===== src/rtl/tdm_slot_strobe.sv =====
module tdm_slot_strobe #(
  parameter int NUM_CH    = 32,
  parameter int SLOT_BITS = 8,
  parameter int REG_W     = 8,
  parameter int NUM_REGS  = NUM_CH / REG_W,
  parameter int RA_W      = $clog2(NUM_REGS)
) (
  input  logic             clk,
  input  logic             rst_n,
  input  logic             fsync,
  input  logic             sig_mode,
  input  logic             ded_sel,
  input  logic             wr_en,
  input  logic [RA_W-1:0]  wr_addr,
  input  logic [REG_W-1:0] wr_data,
  output logic             blk_o,
  output logic             sig_int_o,
  output logic             sig_ded_o
);

  localparam int CH_W  = $clog2(NUM_CH);
  localparam int BIT_W = $clog2(SLOT_BITS);
  localparam int HALF  = NUM_CH / 2;
  localparam int PAIRS = REG_W / 2;

  logic [NUM_CH-1:0] ctl_bits;
  logic [NUM_CH-1:0] alt_bits;
  logic [BIT_W-1:0]  bit_cnt;
  logic [CH_W-1:0]   ch_idx;
  logic [CH_W-1:0]   next_ch;
  logic              slot_start;
  logic              cur_bit;
  logic              cur_alt;

  always_ff @(posedge clk or negedge rst_n) begin
    if (!rst_n) begin
      ctl_bits <= '0;
    end else if (wr_en) begin
      for (int r = 0; r < NUM_REGS; r++)
        if (wr_addr == RA_W'(r)) ctl_bits[r*REG_W +: REG_W] <= wr_data;
    end
  end

  for (genvar c = 0; c < NUM_CH; c++) begin : g_map
    localparam int N   = c % HALF;
    localparam int SRC = (N / PAIRS) * REG_W + 2 * (N % PAIRS) + (c / HALF);
    assign alt_bits[c] = ctl_bits[SRC];
  end

  assign slot_start = fsync || (bit_cnt == BIT_W'(SLOT_BITS - 1));
  assign next_ch    = fsync ? '0 :
                      (ch_idx == CH_W'(NUM_CH - 1)) ? '0 : ch_idx + 1'b1;
  assign cur_bit    = ctl_bits[next_ch];
  assign cur_alt    = alt_bits[next_ch];

  always_ff @(posedge clk or negedge rst_n) begin
    if (!rst_n) begin
      bit_cnt <= '0;
      ch_idx  <= '0;
    end else begin
      bit_cnt <= fsync ? '0 : bit_cnt + 1'b1;
      if (slot_start) ch_idx <= next_ch;
    end
  end

  always_ff @(posedge clk or negedge rst_n) begin
    if (!rst_n) begin
      blk_o     <= 1'b0;
      sig_int_o <= 1'b0;
      sig_ded_o <= 1'b0;
    end else if (slot_start) begin
      blk_o     <= !sig_mode && cur_bit;
      sig_int_o <= sig_mode && cur_alt;
      sig_ded_o <= sig_mode && !cur_alt && ded_sel;
    end
  end

endmodule


===== config.mk =====
export PLATFORM = sky130hd
export DESIGN_NAME = tdm_slot_strobe
export DESIGN_NICKNAME = d
export VERILOG_FILES = /design/src/rtl/tdm_slot_strobe.sv
export SDC_FILE = /design/constraint.sdc
export NUM_CORES = 1
export LEC_CHECK = 0
export BUFFER_PORTS_ARGS = -buffer_cell sky130_fd_sc_hd__clkbuf_2
export CAP_MARGIN = 20
export CORE_ASPECT_RATIO = 0.8
export CORE_MARGIN = 1.5
export CORE_UTILIZATION = 50
export DETAILED_ROUTE_END_ITERATION = 10
export MAX_ROUTING_LAYER = met4
export PLACE_DENSITY = 0.8
export SETUP_SLACK_MARGIN = 0.3
export SLEW_MARGIN = 10
export SYNTH_ARGS = -nofsm -noshare
export SYNTH_HDL_FRONTEND = slang
export SYNTH_SLANG_ARGS = --single-unit

===== constraint.sdc =====
create_clock -name clk -period 3.3 [get_ports clk]
set_input_delay 0.495 -clock clk [delete_from_list [all_inputs] [get_ports clk]]
set_output_delay 0.495 -clock clk [all_outputs]
set_load 0.01 [all_outputs]

==> metrics.log <==
INFO  metric netlist_instances = 216
INFO  metric hold_violation_count_in_the_final_report = 0
INFO  metric synth_top_family_by_area = multiplexers
INFO  metric drc_errors = 0
INFO  metric asyncSetResetFlopFracSynth = 100.0%
INFO  metric p_switching = 0.0003561 W
INFO  metric cts_hold_repair.buffers = 0
INFO  metric fillerInstances = 408
INFO  metric insertedDiodeCount = 0
INFO  metric internal_power = 0.0009755 W
INFO  metric postCtsSetupBuffers = 0
INFO  metric rrSetupSlack = 0.69 ns
INFO  metric tritoncts = yes
INFO  metric grt.overflow.total = 0
INFO  metric number_of_warnings_reported_in_the_yosys_synthesis_log = 0
INFO  metric synth_top_flop_cell = sky130_fd_sc_hd__dfrtp_1
INFO  metric cts_h_tree_depth = 2
INFO  metric first_pass_grt_wire_length = 8.935 mm
INFO  metric chip_width = 80.94 µm
INFO  metric clock_latency = 0.30 ns
INFO  metric cp-start-kind = register
INFO  metric timing_max_transition_violations_final = 0
INFO  metric crit_buf_inv = 0
INFO  metric timing.final.setup_violations = 0
INFO  metric path_clk_slew = 0.08 ns
INFO  metric family_with_the_most_delay_on_the_worst_path = compound AO/OA/AOI/OAI gates
INFO  metric cp_data_required_time = 3.49 ns
INFO  metric design_area = 2641 µm²
INFO  metric worst_ir_drop_vdd = 0.2911 mV
INFO  metric timing.setup.critical_path_class = reg2reg
INFO  metric actual_slew_at_the_worst_max_slew_pin = 0.7040 ns
INFO  metric power.switching_fraction = 26.74%
INFO  metric total_power = 0.001332 W
INFO  metric weighted_congestion_reported_at_the_end_of_routability_driven_placement = 0.9850
INFO  metric max_clock_buf_depth = 2
INFO  metric total_of_max_cap_violations = 0
INFO  metric finalNetCount = 251
INFO  metric grt_use_total = 23.47%
INFO  metric grt_pass1_vias = 1681
INFO  metric placeableCoreArea = 4624 µm²
INFO  metric synth_cell_type_count = 55
INFO  metric placementRows = 22
INFO  metric p_clk_share = 32.0%
INFO  metric final_min_period_over_clock_period = 78.95%
INFO  metric critPathArrivalTime = 2.80 ns
INFO  metric drt_pre_antenna_iters = 5
INFO  metric post_synth_mux_area_share = 21.32%
INFO  metric route.antenna.remaining_nets = 0
INFO  metric drt_iter0_markers = 237
INFO  metric worst_path_max_delay_cell = sky130_fd_sc_hd__ha_1
INFO  metric post_synth.cell_area_avg = 11.25 µm²
INFO  metric critical_path_depth = 6
INFO  metric fin_crit = 2.605 ns
INFO  metric io_buffer_count = 18
INFO  metric crit_path_end_kind = register
INFO  metric wl_per_cell = 18.63 µm
INFO  metric min-delay-path-class = in2async
INFO  metric yosys.area_share.adder = 2.060%
INFO  metric peak_per_stage_delay_on_the_critical_path = 0.72 ns
INFO  metric rsz0062_at_grt = no
INFO  metric max_slew_margin = 52.86%
INFO  metric reg2reg_depth = 6
INFO  metric crit_path_max_fanout = 18
INFO  metric die_h = 65.35 µm
INFO  metric synth-seq-cells = 43
INFO  metric placed_area = 2496 µm²
INFO  metric post_cts.resized_instances = 0
INFO  metric synth_area = 2430 µm²
INFO  metric dieArea = 5289 µm²
INFO  metric synthSimpleGateAreaFrac = 12.77%
INFO  metric status = complete, no violations
INFO  metric grt_antenna_before_repair = 0
INFO  metric power.density_cell_area = 504.1 nW/µm²
INFO  metric post-dp-hpwl = 3.794 mm
INFO  metric fin_setup_tns = 0 ns
INFO  metric share_comb_of_total_power = 16.9%
INFO  metric grt_max_degree = 44
INFO  metric io_pins = 19
INFO  metric ctsRootBufferMaster = sky130_fd_sc_hd__clkbuf_8
INFO  metric layout-drive-gt1-share = 32.33%
INFO  metric layout-area-overhead-vs-synth = 8.702%
INFO  metric vias = 1834
INFO  metric max_clock_freq = 383.8 MHz
INFO  metric cts-buffers-inserted = 5
INFO  metric detail_route.vias_per_cell = 6.281
INFO  metric start_util = 52.54%
INFO  metric synth_compound_gate_area_share = 13.18%
INFO  metric synth.net_count = 236
INFO  metric parity_gate_share_of_the_synthesized_area_counting_xor_and_xnor_cells = 1.390%
INFO  metric detail_route.wirelength = 5.440 mm
INFO  metric cts.sinks = 43
INFO  metric share_seq_of_total_power = 51.1%
INFO  metric p_leak = 1.119 nW
INFO  metric cp_cell_sequence = ha_1 > nand2b_1 > a211oi_1 > o31a_1 > a311oi_1 > a32o_1
INFO  metric synth_sequential_area_ratio = 44.28%
INFO  metric skew = 0.002916 ns
INFO  metric synth_enable_flop_cells = 0
cell type report:
cell class | count | area [µm²] | share of cell area [%]
sequential | 43 | 1076 | 40.74
multi-input combinational | 157 | 1232 | 46.66
clock inverter | 2 | 35.03 | 1.326
timing repair buffer | 20 | 125.1 | 4.737
tap | 60 | 75.07 | 2.842
inverter | 4 | 15.01 | 0.5685
clock buffer | 6 | 82.58 | 3.126
synth_stat cells (2+ instances only):
master / instances / area (µm²)
sky130_fd_sc_hd__nand2_1: 18 / 67.56
sky130_fd_sc_hd__o2bb2ai_1: 2 / 17.52
sky130_fd_sc_hd__a32o_1: 2 / 20.02
sky130_fd_sc_hd__o221ai_1: 4 / 35.03
sky130_fd_sc_hd__ha_1: 4 / 50.05
sky130_fd_sc_hd__nand3b_1: 2 / 15.01
sky130_fd_sc_hd__mux2i_1: 9 / 90.09
sky130_fd_sc_hd__a21oi_1: 11 / 55.05
sky130_fd_sc_hd__buf_2: 3 / 15.01
sky130_fd_sc_hd__mux2_2: 36 / 405.4
sky130_fd_sc_hd__o22ai_1: 2 / 12.51
sky130_fd_sc_hd__nor2_1: 13 / 48.80
sky130_fd_sc_hd__nor2b_1: 6 / 37.54
sky130_fd_sc_hd__buf_4: 4 / 30.03
sky130_fd_sc_hd__nor3_1: 3 / 15.01
sky130_fd_sc_hd__nand3_1: 6 / 30.03
sky130_fd_sc_hd__o31a_1: 2 / 17.52
sky130_fd_sc_hd__o211ai_1: 2 / 15.01
sky130_fd_sc_hd__dfrtp_1: 43 / 1076
sky130_fd_sc_hd__nand2b_1: 4 / 25.02
sky130_fd_sc_hd__o21ai_0: 2 / 10.01
sky130_fd_sc_hd__inv_1: 3 / 11.26
sky130_fd_sc_hd__buf_6: 2 / 22.52
sky130_fd_sc_hd__o22a_1: 2 / 17.52
kinds of logic (layout without fill, tap and decap cells):
group	after synthesis	after routing
xor gates and xnor gates	3	3
buffers and inverters	16	32
muxes	46	46
DFF	43	43
adders and majority gates	4	4
and+or+nand+nor	61	61
AOI/OAI and AO/OA	43	43
final timing paths:
check | startpoint | end
min | rst_n | ctl_bits[1]
min in group clk | bit_cnt[0] | bit_cnt[0]
min reg2reg | bit_cnt[0] | bit_cnt[0]
max reg2reg | ch_idx[1] | blk_o
max in group asynchronous | rst_n | ctl_bits[27]
max | ch_idx[1] | blk_o
power groups by stage:
stage               registers, W  logic, W  clock network [W]
global route            0.000691  0.000247           0.000461
floorplan               0.000660  0.000162                  0
CTS                     0.000678  0.000220           0.000429
global placement        0.000685  0.000212                  0
finish                  0.000680  0.000225           0.000427
detailed placement      0.000686  0.000218                  0
flip-flops by register name, indices dropped and copies added (netlist names):
signal and cells:
bit_cnt 3, blk_o 1, ch_idx 5, ctl_bits 32, sig_ded_o 1, sig_int_o 1
layer usage:
| metal | global-route usage, % | share of wire [%] | vias up |
|---|---|---|---|
| met3 | 5.972 | 8.4 | 16 |
| li1 | - | - | 833 |
| met5 | - | 0 | - |
| met4 | 5.388 | 1.6 | 0 |
| met1 | 34.74 | 47 | 897 |
| met2 | 32.29 | 43 | 88 |
stage by stage:
step | setup slack (ns) | hold WS, ns | std cells | util (%)
2_1_floorplan | 1.170 | 0.1994 | 216 | -
3_3_place_gp | 0.9236 | 0.4157 | 283 | 53.98
3_5_place_dp | 0.8503 | 0.4202 | 283 | 53.98
4_1_cts | 0.7388 | 0.4190 | 291 | 56.52
5_1_grt | 0.6378 | 0.2156 | 292 | 57.12
6_report | 0.6945 | 0.1837 | 292 | 57.12
placed cells by master, fill, tap and decap left out, types with 3 or more instances in the layout:
cell                        n
sky130_fd_sc_hd__nand2b_1   4
sky130_fd_sc_hd__nor2b_1    6
sky130_fd_sc_hd__o221ai_1   4
sky130_fd_sc_hd__clkbuf_8   6
sky130_fd_sc_hd__mux2_2    36
sky130_fd_sc_hd__a21oi_1   11
sky130_fd_sc_hd__nand3_1    6
sky130_fd_sc_hd__inv_1      3
sky130_fd_sc_hd__nor2_1    13
sky130_fd_sc_hd__nor3_1     3
sky130_fd_sc_hd__dfrtp_1   43
sky130_fd_sc_hd__clkbuf_2  18
sky130_fd_sc_hd__mux2i_1    9
sky130_fd_sc_hd__nand2_1   18
sky130_fd_sc_hd__ha_1       4
Power figures use the tool's default switching activity.
